## config.mk

```make
export PLATFORM = sky130hd
export DESIGN_NAME = hsc_top
export DESIGN_NICKNAME = d
export VERILOG_FILES = /design/src/rtl/hsc_pkg.sv /design/src/rtl/hsc_event_qual.sv /design/src/rtl/hsc_ctrl.sv /design/src/rtl/hsc_dpath.sv /design/src/rtl/hsc_top.sv
export SDC_FILE = /design/constraint.sdc
export NUM_CORES = 1
export LEC_CHECK = 0
export ABC_AREA = 0
export CAP_MARGIN = 30
export CORE_MARGIN = 10
export CORE_UTILIZATION = 25
export DETAILED_ROUTE_END_ITERATION = 16
export PLACE_DENSITY = 0.57
export SLEW_MARGIN = 20
export SYNTH_ARGS = -nofsm -noshare
export SYNTH_HDL_FRONTEND = slang
export SYNTH_SLANG_ARGS = --single-unit
```

## constraint.sdc

```tcl
create_clock -name clk -period 1.7 [get_ports clk]
set_clock_uncertainty 0.05 [all_clocks]
set_input_delay 0.255 -clock clk [delete_from_list [all_inputs] [get_ports clk]]
set_output_delay 0.255 -clock clk [all_outputs]
set_load 0.01 [all_outputs]
```

## src/rtl/hsc_pkg.sv

```systemverilog
package hsc_pkg;

  typedef enum logic [1:0] {
    ST_RUN      = 2'd0,
    ST_HALT_ACK = 2'd1,
    ST_HALTED   = 2'd2,
    ST_SHUT     = 2'd3
  } coreState_e;

  typedef enum logic [2:0] {
    WAKE_NONE  = 3'd0,
    WAKE_RESET = 3'd1,
    WAKE_SMI   = 3'd2,
    WAKE_NMI   = 3'd3,
    WAKE_INTR  = 3'd4
  } wakeCause_e;

  // strobes from control to datapath
  typedef struct packed {
    logic       issueHalt;
    logic       issueStopGrant;
    logic       enterSuspend;
    logic       wake;
    wakeCause_e cause;
    logic       enterShutdown;
  } ctrlStrobe_t;

  // qualified wake causes from datapath to control
  typedef struct packed {
    wakeCause_e haltWake;
    wakeCause_e shutWake;
    logic       resetEv;
  } wakeSel_t;

endpackage

```

## src/rtl/hsc_event_qual.sv

```systemverilog
module hsc_event_qual
  import hsc_pkg::*;
#(
  parameter int LIM_W         = 16,
  parameter int SP_W          = 32,
  parameter int NMI_MIN_LIMIT = 15,
  parameter int NMI_MIN_SP    = 5
) (
  input  logic             resetReq,
  input  logic             smiReq,
  input  logic             nmiReq,
  input  logic             intrReq,
  input  logic             intEnable,
  input  logic [LIM_W-1:0] idtLimit,
  input  logic [SP_W-1:0]  stackPtr,
  output wakeSel_t         sel
);

  localparam logic [LIM_W-1:0] LIMIT_MIN = LIM_W'(NMI_MIN_LIMIT);
  localparam logic [SP_W-1:0]  SP_MIN    = SP_W'(NMI_MIN_SP);

  logic limitOk;
  logic stackOk;
  logic intrLive;

  assign limitOk  = (idtLimit >= LIMIT_MIN);
  assign stackOk  = (stackPtr > SP_MIN);
  assign intrLive = intrReq & intEnable;

  always_comb begin
    sel = '{haltWake: WAKE_NONE, shutWake: WAKE_NONE, resetEv: resetReq};
    // halted state: fixed priority reset > smi > nmi > intr
    if (resetReq)      sel.haltWake = WAKE_RESET;
    else if (smiReq)   sel.haltWake = WAKE_SMI;
    else if (nmiReq)   sel.haltWake = WAKE_NMI;
    else if (intrLive) sel.haltWake = WAKE_INTR;
    // shutdown state: reset, or nmi with room to deliver it
    if (resetReq)                          sel.shutWake = WAKE_RESET;
    else if (nmiReq && limitOk && stackOk) sel.shutWake = WAKE_NMI;
  end

endmodule

```

## src/rtl/hsc_ctrl.sv

```systemverilog
module hsc_ctrl
  import hsc_pkg::*;
(
  input  logic        clk,
  input  logic        rst_n,
  input  logic        haltInstr,
  input  logic        tripleFault,
  input  logic        busAck,
  input  logic        suspOnHalt,
  input  wakeSel_t    sel,
  output ctrlStrobe_t strobe
);

  coreState_e state;
  coreState_e stateNext;

  always_comb begin
    stateNext = state;
    strobe    = '{issueHalt: 1'b0, issueStopGrant: 1'b0, enterSuspend: 1'b0,
                  wake: 1'b0, cause: WAKE_NONE, enterShutdown: 1'b0};
    unique case (state)
      ST_RUN: begin
        if (sel.resetEv) begin
          strobe.wake  = 1'b1;
          strobe.cause = WAKE_RESET;
        end else if (tripleFault) begin
          stateNext            = ST_SHUT;
          strobe.enterShutdown = 1'b1;
        end else if (haltInstr) begin
          stateNext        = ST_HALT_ACK;
          strobe.issueHalt = 1'b1;
        end
      end
      ST_HALT_ACK: begin
        if (sel.resetEv) begin
          stateNext    = ST_RUN;
          strobe.wake  = 1'b1;
          strobe.cause = WAKE_RESET;
        end else if (busAck) begin
          stateNext             = ST_HALTED;
          strobe.issueStopGrant = 1'b1;
          strobe.enterSuspend   = suspOnHalt;
        end
      end
      ST_HALTED: begin
        if (sel.haltWake != WAKE_NONE) begin
          stateNext    = ST_RUN;
          strobe.wake  = 1'b1;
          strobe.cause = sel.haltWake;
        end
      end
      ST_SHUT: begin
        if (sel.shutWake != WAKE_NONE) begin
          stateNext    = ST_RUN;
          strobe.wake  = 1'b1;
          strobe.cause = sel.shutWake;
        end
      end
      default: stateNext = ST_RUN;
    endcase
  end

  always_ff @(posedge clk or negedge rst_n) begin
    if (!rst_n) state <= ST_RUN;
    else        state <= stateNext;
  end

endmodule

```

## src/rtl/hsc_dpath.sv

```systemverilog
module hsc_dpath
  import hsc_pkg::*;
#(
  parameter int          IP_W      = 32,
  parameter logic [IP_W-1:0] RESET_VEC = '1
) (
  input  logic            clk,
  input  logic            rst_n,
  input  ctrlStrobe_t     strobe,
  input  logic [IP_W-1:0] nextIp,
  output logic            haltCycle,
  output logic            stopGrantCycle,
  output logic            suspendOut,
  output logic            shutdownOut,
  output logic            wakeValid,
  output logic [2:0]      wakeCause,
  output logic [IP_W-1:0] resumeIp
);

  logic [IP_W-1:0] savedIp;

  always_ff @(posedge clk or negedge rst_n) begin
    if (!rst_n) begin
      haltCycle      <= 1'b0;
      stopGrantCycle <= 1'b0;
      wakeValid      <= 1'b0;
      wakeCause      <= 3'(WAKE_NONE);
    end else begin
      haltCycle      <= strobe.issueHalt;
      stopGrantCycle <= strobe.issueStopGrant;
      wakeValid      <= strobe.wake;
      wakeCause      <= strobe.wake ? 3'(strobe.cause) : 3'(WAKE_NONE);
    end
  end

  always_ff @(posedge clk or negedge rst_n) begin
    if (!rst_n)                     suspendOut <= 1'b0;
    else if (strobe.wake)           suspendOut <= 1'b0;
    else if (strobe.issueStopGrant) suspendOut <= strobe.enterSuspend;
  end

  always_ff @(posedge clk or negedge rst_n) begin
    if (!rst_n)                    shutdownOut <= 1'b0;
    else if (strobe.enterShutdown) shutdownOut <= 1'b1;
    else if (strobe.wake)          shutdownOut <= 1'b0;
  end

  always_ff @(posedge clk or negedge rst_n) begin
    if (!rst_n)                savedIp <= RESET_VEC;
    else if (strobe.issueHalt) savedIp <= nextIp;
  end

  always_ff @(posedge clk or negedge rst_n) begin
    if (!rst_n) resumeIp <= RESET_VEC;
    else if (strobe.wake)
      resumeIp <= (strobe.cause == WAKE_RESET) ? RESET_VEC : savedIp;
  end

endmodule

```

## src/rtl/hsc_top.sv

```systemverilog
module hsc_top
  import hsc_pkg::*;
#(
  parameter int              IP_W          = 32,
  parameter int              LIM_W         = 16,
  parameter int              SP_W          = 32,
  parameter int              NMI_MIN_LIMIT = 15,
  parameter int              NMI_MIN_SP    = 5,
  parameter logic [IP_W-1:0] RESET_VEC     = 32'hFFFF_FFF0
) (
  input  logic             clk,
  input  logic             rst_n,
  input  logic             haltInstr,
  input  logic [IP_W-1:0]  nextIp,
  input  logic             tripleFault,
  input  logic             resetReq,
  input  logic             smiReq,
  input  logic             nmiReq,
  input  logic             intrReq,
  input  logic             intEnable,
  input  logic             suspOnHalt,
  input  logic [LIM_W-1:0] idtLimit,
  input  logic [SP_W-1:0]  stackPtr,
  input  logic             busAck,
  output logic             haltCycle,
  output logic             stopGrantCycle,
  output logic             suspendOut,
  output logic             shutdownOut,
  output logic             wakeValid,
  output logic [2:0]       wakeCause,
  output logic [IP_W-1:0]  resumeIp
);

  wakeSel_t    sel;
  ctrlStrobe_t strobe;

  hsc_event_qual #(
    .LIM_W(LIM_W), .SP_W(SP_W),
    .NMI_MIN_LIMIT(NMI_MIN_LIMIT), .NMI_MIN_SP(NMI_MIN_SP)
  ) u_qual (
    .resetReq(resetReq), .smiReq(smiReq), .nmiReq(nmiReq),
    .intrReq(intrReq), .intEnable(intEnable),
    .idtLimit(idtLimit), .stackPtr(stackPtr), .sel(sel)
  );

  hsc_ctrl u_ctrl (
    .clk(clk), .rst_n(rst_n), .haltInstr(haltInstr),
    .tripleFault(tripleFault), .busAck(busAck),
    .suspOnHalt(suspOnHalt), .sel(sel), .strobe(strobe)
  );

  hsc_dpath #(.IP_W(IP_W), .RESET_VEC(RESET_VEC)) u_dpath (
    .clk(clk), .rst_n(rst_n), .strobe(strobe), .nextIp(nextIp),
    .haltCycle(haltCycle), .stopGrantCycle(stopGrantCycle),
    .suspendOut(suspendOut), .shutdownOut(shutdownOut),
    .wakeValid(wakeValid), .wakeCause(wakeCause), .resumeIp(resumeIp)
  );

endmodule

```

==> metrics list, run 1 <==
- Number of failing hold endpoints at the final stage: 0
- Global routing used between 10% and 20% of the available tracks across all layers.
- Clock tree root buffer cell: sky130_fd_sc_hd__clkbuf_16
- Syn avg cell area: 11.10 µm²
- DRC: 0
* Final cell count without fillers: a little under 600
* Instance area after placement: 4636 µm²
- In this run, synthesis produced a sequential element count of 74.
- The slowest stage of the critical path is the sky130_fd_sc_hd__dfrtp_1 cell.
* Number of enable flip-flop cells after synthesis: 0
- The die covers 16920 µm².
- Clk_lat worst skew: 0.33 ns
- Clock transition at the registers of the reported paths: 0.06 ns
- Post-synth cell types: 32
- Placement Rows: 40
* Crit-path cells: nor4_4, nand2_4, a31oi_4, o21ai_4, clkbuf_16, o22a_1
- After the first detailed-routing iteration, the DRC count stood at about 100.
* Number of violations of the max-capacitance limit: 0
- Leading area contributor after synthesis: sky130_fd_sc_hd__dfstp_2
* I/O pin count: roughly 130
- The clock net in this run drives a total of 74 sinks.
- Max Buffers Root-to-Sink: 2
- Maximum VDD drop: 0.0005931 V
* Main flop type after synthesis: sky130_fd_sc_hd__dfstp_2
- Worst slew slack as a fraction of its limit: about 69%
* Commonest cells in the netlist: 94 x sky130_fd_sc_hd__nand2_1, 56 x sky130_fd_sc_hd__dfstp_2, 26 x sky130_fd_sc_hd__o22a_1
- Most utilized layer in the global route result: met2
- Critical path data arrival time: around 1.9 ns
* CP startpoint kind: flop
* Final Instance Area: between 5000 and 6000 µm²
- The cell area that synthesis handed to floorplanning was 3029 µm².
- Height of the die: between 100 and 150 µm
- In this run the register-to-register setup slack is around 0.027 ns.
- The analysis attributes to cell leakage a power of between 2 and 2.5 nW.
* Layout cells sized above 1: about 29%
- Routability-driven placement congestion ratio: a little under 0.8
- Run status: finished clean
- Cells fill 43.11% of the core in the end.
- Final nets: a little over 500
* Max incr delay on CP: 0.41 ns
- The number of cells on the worst reg-to-reg path is 6.
- Sequential cell area fraction in the yosys report: between 60% and 70%
- The number of antenna violations at the first check in global routing came to 0.
- Dividing the final minimum period by the clock period gives ~98%.
* Post-DP HPWL: between 7000 and 8000 µm
* Critical path start-end classification: reg2reg
- At the pin with the least slew margin, the transition time is between 0.4 and 0.5 ns.
* Global-route wire length before repair: approximately 15000 µm
* Cell family with most CP delay: compound AO/OA/AOI/OAI gates
- Clock tree from TritonCTS: done
* # diodes: 0
* Worst hold-check path type: in2async
- The H-tree was split into 3 levels.
- During synthesis, Yosys emitted a total of 0 warnings.
- Largest driver fanout on the critical path: 6
- Wires add up to slightly below 10000 µm.
- Entering global routing, the biggest net connects 40 pins.
- The count of pins over their slew limit came to 0.
- In the routed layout, each cell is associated on average with a via count of approximately 4.5.
* Pwr Total: between 5 and 6 mW
* Count of buffers inserted at the top-level ports: between 100 and 150
* Placed Cells incl. Taps: around 550
- Vias in the first global route: roughly 2900
- For met3 alone, demand over resource in global routing was between 3 and 4%.
- Clock tree synthesis inserted a total of 9 buffers.
- Synth top area cells: sky130_fd_sc_hd__dfstp_2 49%, sky130_fd_sc_hd__dfrtp_1 15%, sky130_fd_sc_hd__nand2_1 12%
- After synthesis, the share of flip-flops with an asynchronous set or reset is 100.0%.
- GRT met1 Usage: 13.50%
- Setup violations remaining at the end of the flow were counted as 0.
- Starting Density: ~25%
* CP required: 1.90 ns
- Compared with the post-synthesis result, the final layout area differs by 70.22%.
* Yosys top cell area share: 48.57%
* Power density over the cells: 1072 nW/µm²
- Based on the critical path, the design can be clocked at up to about 600 MHz.
- Synthesized instance count: between 200 and 300
- The total overflow left after global routing is 0.
* Width of the die: 130.1 µm
* Reg-to-Reg Start: u_ctrl.state[0]
- Once detail routing completed, the nets flagged for antenna violations numbered 0.
- Most frequently used cell type in the post-synthesis netlist: sky130_fd_sc_hd__nand2_1
* GRT met2 Usage: around a fifth
- Net Count, Synth: about 360
- Minimum period implied by the final worst setup slack: approximately 1.7 ns
- Core outline area: approximately 12000 µm²
- After detailed routing, the average wire length per cell comes to approximately 17 µm.
- The worst setup path is captured at a flop.
* DR vias: ~2600
* Unrepaired setup endpoints after global routing: yes
* CP bufs+invs: 1
- Before antenna repair, the detailed router went through 4 iterations.
* Critical register-to-register path endpoint: u_dpath.resumeIp[19]
- On the final layout, the worst hold slack is about 0.26 ns.
## routing by layer
layer  routed length, µm  up-vias
li1                    -     1247
met1                4057     1296
met2                5039       64
met3                 623        8
met4                  67        0
met5                   0        -
## per-stage QoR
step | setup slack [ns] | setup TNS [ns]
final | 0.02705 | 0
after global routing | -0.04177 | -0.5092
after CTS | -0.03406 | -0.2859
after detailed placement | -0.4788 | -19.06
after global placement | -0.4278 | -16.84
after floorplan | 0.1577 | 0
## state kept, by name, indices dropped and copies added, names as in the netlist
signal / flops
u_dpath.suspendOut: 1
u_ctrl.state: 2
u_dpath.wakeValid: 1
u_dpath.resumeIp: 32
u_dpath.savedIp: 32
u_dpath.stopGrantCycle: 1
u_dpath.haltCycle: 1
u_dpath.shutdownOut: 1
u_dpath.wakeCause: 3
## worst max path at each step
stage / from / end / cells after the start
2_1_floorplan: u_ctrl.state[0] / u_dpath.resumeIp[10] / 6
3_3_place_gp: nmiReq / u_dpath.resumeIp[5] / 7
3_5_place_dp: stackPtr[27] / u_dpath.resumeIp[3] / 7
4_1_cts: u_ctrl.state[0] / u_dpath.resumeIp[5] / 6
5_1_grt: u_ctrl.state[0] / u_dpath.resumeIp[16] / 6
6_report: u_ctrl.state[0] / u_dpath.resumeIp[19] / 6
## worst reg2reg max path, stage by stage (launching register included)
cell	delay, ns
sky130_fd_sc_hd__dfrtp_1	0.41
sky130_fd_sc_hd__nor4_4	0.23
sky130_fd_sc_hd__nand2_4	0.12
sky130_fd_sc_hd__a31oi_4	0.22
sky130_fd_sc_hd__o21ai_4	0.17
sky130_fd_sc_hd__clkbuf_16	0.20
sky130_fd_sc_hd__o22a_1	0.21
## power by group
| part | switching [mW] | total, mW | internal, mW |
|---|---|---|---|
| Combinational | 0.487 | 1.08 | 0.590 |
| Sequential | 0.179 | 2.46 | 2.28 |
| Clock | 0.703 | 1.99 | 1.29 |
## kinds of logic after synthesis
kind of cell | synth area share [%]
simple gates | 16.94
flops | 63.44
compound gates | 14.04
buf+inv | 5.246
mux | 0.3305
## timing repair
action	4_1_cts	5_1_grt
resized for setup	78	33
hold buffers	1	0
buffers inserted	2	2
endpoints found under the hold margin	21	0
setup endpoints to repair	62	34
pin swaps	7	16
cloned	2	3
## layout by cell type (no fill, tap or decap), drive strengths merged, types with 3 or more instances in the layout
cell / instances
a21oi: 3
buf: 24
clkbuf: 16
clkdlybuf4s15: 5
clkdlybuf4s50: 50
dfrtp: 18
dfstp: 56
dlygate4sd2: 56
dlymetal6s2s: 14
inv: 15
nand2: 94
nand3: 3
nand4: 3
nor2: 3
nor3: 3
nor4: 10
o21ai: 7
o22a: 28
o22ai: 4
## final cells by class
class | count | area [µm²]
fill | 1158 | 6805
sequential | 74 | 1922
timing repair buffer | 156 | 1640
multi-input combinational | 172 | 1050
clock buffer | 10 | 229.0
tap | 147 | 183.9
clock inverter | 6 | 86.33
inverter | 12 | 45.04
(Power assumes the default switching activity.)
==> inputs of run 2 (changes only) <==
--- a/config.mk
+++ b/config.mk
@@ -7,7 +7,7 @@
 export LEC_CHECK = 0
 export ABC_AREA = 0
 export CAP_MARGIN = 30
-export CORE_MARGIN = 10
+export CORE_MARGIN = 2
 export CORE_UTILIZATION = 25
 export DETAILED_ROUTE_END_ITERATION = 16
 export PLACE_DENSITY = 0.57
==> metrics list, run 2 (synthesis gave the netlist of run 1 again) <==
- Run status: finished clean
- Leakage power: 2.377 nW
- Static timing analysis puts the maximum clock frequency at just under 600 MHz.
- Post-detailed-route via-to-cell ratio: 4.462
- The die covers about 13000 µm².
* Largest net degree at the start of global routing: 75
- For this run, design rule violations remaining after detail routing come to 0.
- Accumulated negative setup slack: 0 ns
- TritonCTS built the clock tree.
- The die is 114.1 µm tall.
* Count of buffers inserted at the top-level ports: around 130
- At the pin with the least slew margin, the transition time is approximately 0.40 ns.
- Timing analysis after detailed placement gives a worst setup slack of -0.4163 ns.
* Hold_sp: nextIp[11]
- Critical path data arrival time: approximately 1.9 ns
- Setup slack on the worst reg-to-reg path comes out at about 0.10 ns.
- Number of failing hold endpoints at the final stage: 0
* Commonest non-fill, non-tap cell in the layout: sky130_fd_sc_hd__nand2_1
- Regs by FF count: u_dpath.resumeIp: 32 flops, u_dpath.savedIp: 32 flops, u_dpath.wakeCause: 3 flops
- Starting Density: between 20% and 30%
* CP startpoint kind: primary input
* Maximum VDD drop: 0.0004459 V
* Minimum period implied by the final worst setup slack: 1.687 ns
- DRT Wirelength: around 8500 µm
- Number of violations of the max-capacitance limit: 0
- Clock buffer count from CTS: 9
* Worst Reg2Reg Path Length in Cells: 4
- Global-route wire length before repair: 13370 µm
* DR vias: ~2600
- The worst register-to-register path begins at u_ctrl.state[1].
- The floorplan has 40 rows.
- Average detailed-routed wire length per instance: approximately 15 µm
- H-tree level count: 3
- Cells fill around 43% of the core in the end.
- Final nets: between 500 and 600
- By startpoint and endpoint, the worst setup path is classified as in2reg.
- The via count of the first global-routing pass came to approximately 2700.
- # diodes: 0
- From synthesis to final layout, the design area changed by 70.34%.
* I/O pin count: approximately 130
* Initial antenna violation count: 0
- Width of the die: 114.1 µm
- Antenna-violating nets left: 0
- Clock latency on the worst-skew pair, taken at its later pin, is roughly 0.32 ns.
- Slew Limit Fails: 0
* Clock tree root buffer cell: sky130_fd_sc_hd__clkbuf_16
- Cell depth of the worst min-delay path: 3
- Iteration-0 DRC count of the detailed router: 86
* Endpoint type of the worst setup path: flop
- GRT Total Usage: a little over an eighth
- Total power for the finished layout comes to 5.286 mW.
- Total congestion overflow: 0
- Highest-count cells in the layout ignoring fill and taps: 92 x sky130_fd_sc_hd__nand2_1, 61 x sky130_fd_sc_hd__clkdlybuf4s50_1, 56 x sky130_fd_sc_hd__dfstp_2
- Initial DRT Pass Iterations: 4
* Routability-driven placement congestion ratio: 0.8307
* Clock transition at the registers of the reported paths: 0.06 ns
* Largest driver fanout on the critical path: 8
- WHS Endpoint: u_dpath.savedIp[11]
* Power density over the cells: about 1000 nW/µm²
- The worst hold path belongs to the class in2reg.
* Layout cells sized above 1: a little over a quarter
- Max Buffers Root-to-Sink: 2
- The endpoint identified for the worst register-to-register timing path is u_dpath.resumeIp[19].
* CP required: between 1.5 and 2 ns
* TritonCTS sink count: 74
- Worst slew slack as a fraction of its limit: between 70% and 80%
- Core outline area: 11910 µm²
- After legalization and detailed placement, the total HPWL measured slightly below 6000 µm.
* Worst setup slack after layout: about 0.013 ns
- After layout, the worst path uses between 90% and 100% of the clock period.
- Setup violations remaining at the end of the flow were counted as 0.
## run 2: where the power goes
group          leakage, nW  switching [mW]  internal (mW)  total, mW
logic                 1.42           0.461          0.571       1.03
clock network        0.133           0.719           1.08       1.80
registers            0.822           0.177           2.28       2.46
## run 2: through the flow
stage	cell area (µm²)	cells	hold WS (ns)
6_report	5160	573	0.3713
5_1_grt	5160	573	0.3711
4_1_cts	4916	570	0.3626
3_5_place_dp	4618	552	0.2501
3_3_place_gp	4618	552	0.2435
2_1_floorplan	3029	273	-0.09059
## run 2: worst max-delay path by stage
stage                          from                    to  slack (ns)  cells past startpoint
2_1_floorplan       u_ctrl.state[0]  u_dpath.resumeIp[10]        0.16                      6
3_3_place_gp                 nmiReq  u_dpath.resumeIp[20]       -0.39                      7
3_5_place_dp                 nmiReq   u_dpath.resumeIp[7]       -0.42                      7
4_1_cts        u_dpath.resumeIp[22]          resumeIp[22]      0.0007                      1
5_1_grt                 idtLimit[8]  u_dpath.resumeIp[20]       -0.06                      7
6_report                idtLimit[8]  u_dpath.resumeIp[19]        0.01                      7
## run 2: layer usage
metal  wire length (µm)  share of wire, %  GRT usage (%)
met1               3706                43          16.81
met2               4326                51          21.94
met3                349               4.1          3.123
met4                159               1.9          3.659
met5                  0                 0              0
## run 2: cell type report
class	instances	area [µm²]
sequential	74	1922
clock buffer	11	254.0
multi-input combinational	172	1044
clock inverter	5	36.28
fill	1134	6751
timing repair buffer	152	1675
tap	147	183.9
inverter	12	45.04
## run 2: worst max-delay path, cell delays in order
cell                              delay, ns
sky130_fd_sc_hd__clkdlybuf4s50_1       0.49
sky130_fd_sc_hd__nor4_2                0.06
sky130_fd_sc_hd__a41oi_2               0.18
sky130_fd_sc_hd__o21ai_4               0.11
sky130_fd_sc_hd__a211o_4               0.44
sky130_fd_sc_hd__buf_12                0.17
sky130_fd_sc_hd__o22a_1                0.17
## run 2: repair_timing
| item | CTS | global route |
|---|---|---|
| gates cloned | 0 | 2 |
| setup endpoints to repair | 54 | 44 |
| resized for setup | 25 | 58 |
| pin swaps | 4 | 35 |
| setup buffers | 1 | 1 |
| hold buffers | 1 | 0 |
| hold endpoints to repair | 18 | 0 |
==> inputs of run 3 (changes only) <==
--- a/config.mk
+++ b/config.mk
@@ -10,7 +10,9 @@
 export CORE_MARGIN = 2
 export CORE_UTILIZATION = 25
 export DETAILED_ROUTE_END_ITERATION = 16
-export PLACE_DENSITY = 0.57
+export DONT_BUFFER_PORTS = 1
+export HOLD_SLACK_MARGIN = 0.02
+export PLACE_DENSITY = 0.43
 export SLEW_MARGIN = 20
 export SYNTH_ARGS = -nofsm -noshare
 export SYNTH_HDL_FRONTEND = slang
==> metrics list, run 3 (synthesis gave the netlist of run 1 again) <==
- Width of the die: roughly 110 µm
- The first global-routing pass estimated 12030 µm of wire.
* Critical path data arrival time: between 1.5 and 2 ns
- Total congestion overflow: 0
* Worst slew slack as a fraction of its limit: about 76%
- In this run the worst hold path is classified as in2async.
- Post-DP HPWL: 4826 µm
- Transition time at the pin with the least slew margin: approximately 0.35 ns
- Layout cells sized above 1: between 20 and 30%
- The final reports fail on negative hold slack.
- Largest driver fanout on the critical path: 18
* Reg area: slightly below 2000 µm²
- The largest registers in the layout are u_dpath.resumeIp: 32 flops, u_dpath.savedIp: 32 flops, u_dpath.wakeCause: 3 flops.
- Detailed routing placed a total of 455 µm of wire on met3.
- Post-route clock period utilization: 90.31%
* Antenna-violating nets left: 0
* Count of buffers inserted at the top-level ports: 0
- The worst register-to-register path begins at u_ctrl.state[0].
- Combinational group share of total power: between 10% and 20%
* Starting Density: between 20% and 30%
- Post-detailed-route via-to-cell ratio: between 4 and 5
- Summed over all cells, the static leakage comes to approximately 1.6 nW.
- Number of failing hold endpoints at the final stage: 74
* Clock transition at the registers of the reported paths: approximately 0.060 ns
- The run finished, with violations left.
* Uppermost layer routed: met4
- R2R Setup Slk: approximately 0.16 ns
* Area growth from synthesis to layout: 28.29%
- Clock tree synthesis found a total of between 70 and 80 sinks.
- Maximum VDD drop: roughly 0.00057 V
- Global routing consumed, over all layers together, 12.39% of the routing resources.
- DRT Wirelength: around 7500 µm
* Capturing element of the worst setup path: u_dpath.resumeIp[4]
- Height of the die: between 100 and 150 µm
- Critical register-to-register path endpoint: u_dpath.resumeIp[4]
- The floorplan step defined a core boundary enclosing between 10000 and 15000 µm².
- Number of violations of the max-capacitance limit: 0
* Highest-count cells in the layout ignoring fill and taps: 93 x sky130_fd_sc_hd__nand2_1, 56 x sky130_fd_sc_hd__dfstp_2, 35 x sky130_fd_sc_hd__dlygate4sd3_1
- Average detailed-routed wire length per instance: 16.11 µm
- Peak Freq: 651.4 MHz
- At the placement stage, the worst setup path has a slack of -0.03876 ns.
- Net switching is 25.12% of the power.
- STA puts the critical path data required time at ~1.9 ns.
- Area of combinational cells with multiple inputs: between 900 and 1000 µm²
* Timing startpoint of the critical path: u_ctrl.state[0]
- Slew Limit Fails: 0
- # diodes: 0
- Clock tree root buffer cell: sky130_fd_sc_hd__clkbuf_16
- Met2 Wirelength: roughly 3600 µm
* Power density over the cells: 1251 nW/µm²
* Critical path start-end classification: reg2reg
- For this design, the CTS-stage hold fixing added 35 buffers.
- The via count of the first global-routing pass came to between 2000 and 2500.
- Total net switching power: approximately 1.2 mW
- Commonest non-fill, non-tap cell in the layout: sky130_fd_sc_hd__nand2_1
- I/O pin count: roughly 130
- In this run the post-CTS setup repair buffer count came out at 0.
- At the end of routability-driven placement, the weighted congestion stood at about 0.75.
* Unrepaired setup endpoints after global routing: no
* Clock tree from TritonCTS: done
* Largest net degree at the start of global routing: 75
- H-tree level count: 3
* Final nets: 407
* Placement Rows: 40
- The detailed router placed roughly 2100 vias in this run.
- Instance area after placement: between 3000 and 4000 µm²
* Iteration-0 DRC count of the detailed router: 95
* Final Hold Slack: -0.4400 ns
- Counting the fill cells in the layout gives 1232.
* Sequential fraction of design power: around half
* Initial DRT Pass Iterations: 4
* CP startpoint kind: flop
- Internal power consumption: about 3.6 mW
- Worst setup slack after layout: roughly 0.16 ns
* Share of total power in the clock network: a little over a third
- In the routed design, unresolved DRC markers number 0.
- For the worst-skew pair, the clock arrives at the later sink with an insertion delay of roughly 0.34 ns.
* Count of final setup violators: 0
- The detailed router put a total of between 3000 and 4000 µm of wire on met1.
- Accumulated negative setup slack: 0 ns
- Worst Reg2Reg Path Length in Cells: 6
* Initial antenna violation count: 0
- Max Buffers Root-to-Sink: 2
- Counting the buffers created by CTS gives 9.
- Final Instance Area: around 4000 µm²
- Endpoint type of the worst setup path: flop
- Minimum period implied by the final worst setup slack: around 1.5 ns
- DIE AREA: around 13000 µm²
-- run 3: changes by cell type in the layout (fill, tap and decap cells not counted), sizes merged --
cell,before,now
clkdlybuf4s50,61,0
dlymetal6s2s,45,0
dlygate4sd3,1,35
dlygate4sd2,22,0
buf,21,12
clkinvlp,3,0
clkinv,1,3
clkbuf,13,12
inv,13,12
-- run 3: cell type report --
cell class              instances  share of cell area [%]
flip-flops and latches         74                   49.45
multi-input cells             172                   25.05
repair buffers                 47                   12.62
clock buffers                  12                   6.600
well taps                     147                   4.733
inverters                      12                   1.159
clock inverters                 3                  0.3863
-- run 3: metal layers --
layer,track usage [%],vias up
li1,-,1022
met1,15.21,1051
met2,19.01,56
met3,4.870,11
met4,6.098,0
met5,0,-
-- run 3: critical path, stage by stage, from the launching register on --
cell and delay [ns]:
sky130_fd_sc_hd__dfrtp_1 0.39, sky130_fd_sc_hd__nor4_4 0.05, sky130_fd_sc_hd__nand2_2 0.09, sky130_fd_sc_hd__nand2_1 0.15, sky130_fd_sc_hd__a211o_4 0.38, sky130_fd_sc_hd__buf_12 0.17
sky130_fd_sc_hd__o22a_2 0.20
-- run 3: stage by stage --
stage | hold slack (ns) | power [mW] | instances | utilization [%]
floorplan | -0.09059 | 2.914 | 273 | -
global placement | -0.08902 | 3.061 | 417 | 27.26
detailed placement | -0.08909 | 3.091 | 417 | 27.26
CTS | -0.4643 | 4.974 | 467 | 32.61
global route | -0.4623 | 5.153 | 467 | 32.63
finish | -0.4400 | 4.862 | 467 | 32.63
-- run 3: repair_timing --
| item | CTS | global route |
|---|---|---|
| hold endpoints to repair | 112 | 74 |
| pin swaps | 0 | 1 |
| endpoints found under the setup margin | 28 | 33 |
| gates resized for setup | 2 | 1 |
-- run 3: worst min path at each step --
stage | slack, ns | startpoint | end
6_report | -0.44 | rst_n | u_dpath.shutdownOut
5_1_grt | -0.46 | rst_n | u_dpath.shutdownOut
4_1_cts | -0.46 | rst_n | u_ctrl.state[0]
3_5_place_dp | -0.09 | rst_n | u_dpath.wakeCause[1]
3_3_place_gp | -0.09 | rst_n | u_dpath.wakeCause[2]
2_1_floorplan | -0.09 | rst_n | u_ctrl.state[0]
-- run 3: power groups by stage --
stage | sequential (mW) | combinational, mW | clock [mW]
final | 2.52 | 0.601 | 1.74
after global routing | 2.57 | 0.691 | 1.90
after CTS | 2.53 | 0.617 | 1.83
after detailed placement | 2.55 | 0.540 | 0
after global placement | 2.54 | 0.525 | 0
after floorplan | 2.49 | 0.428 | 0
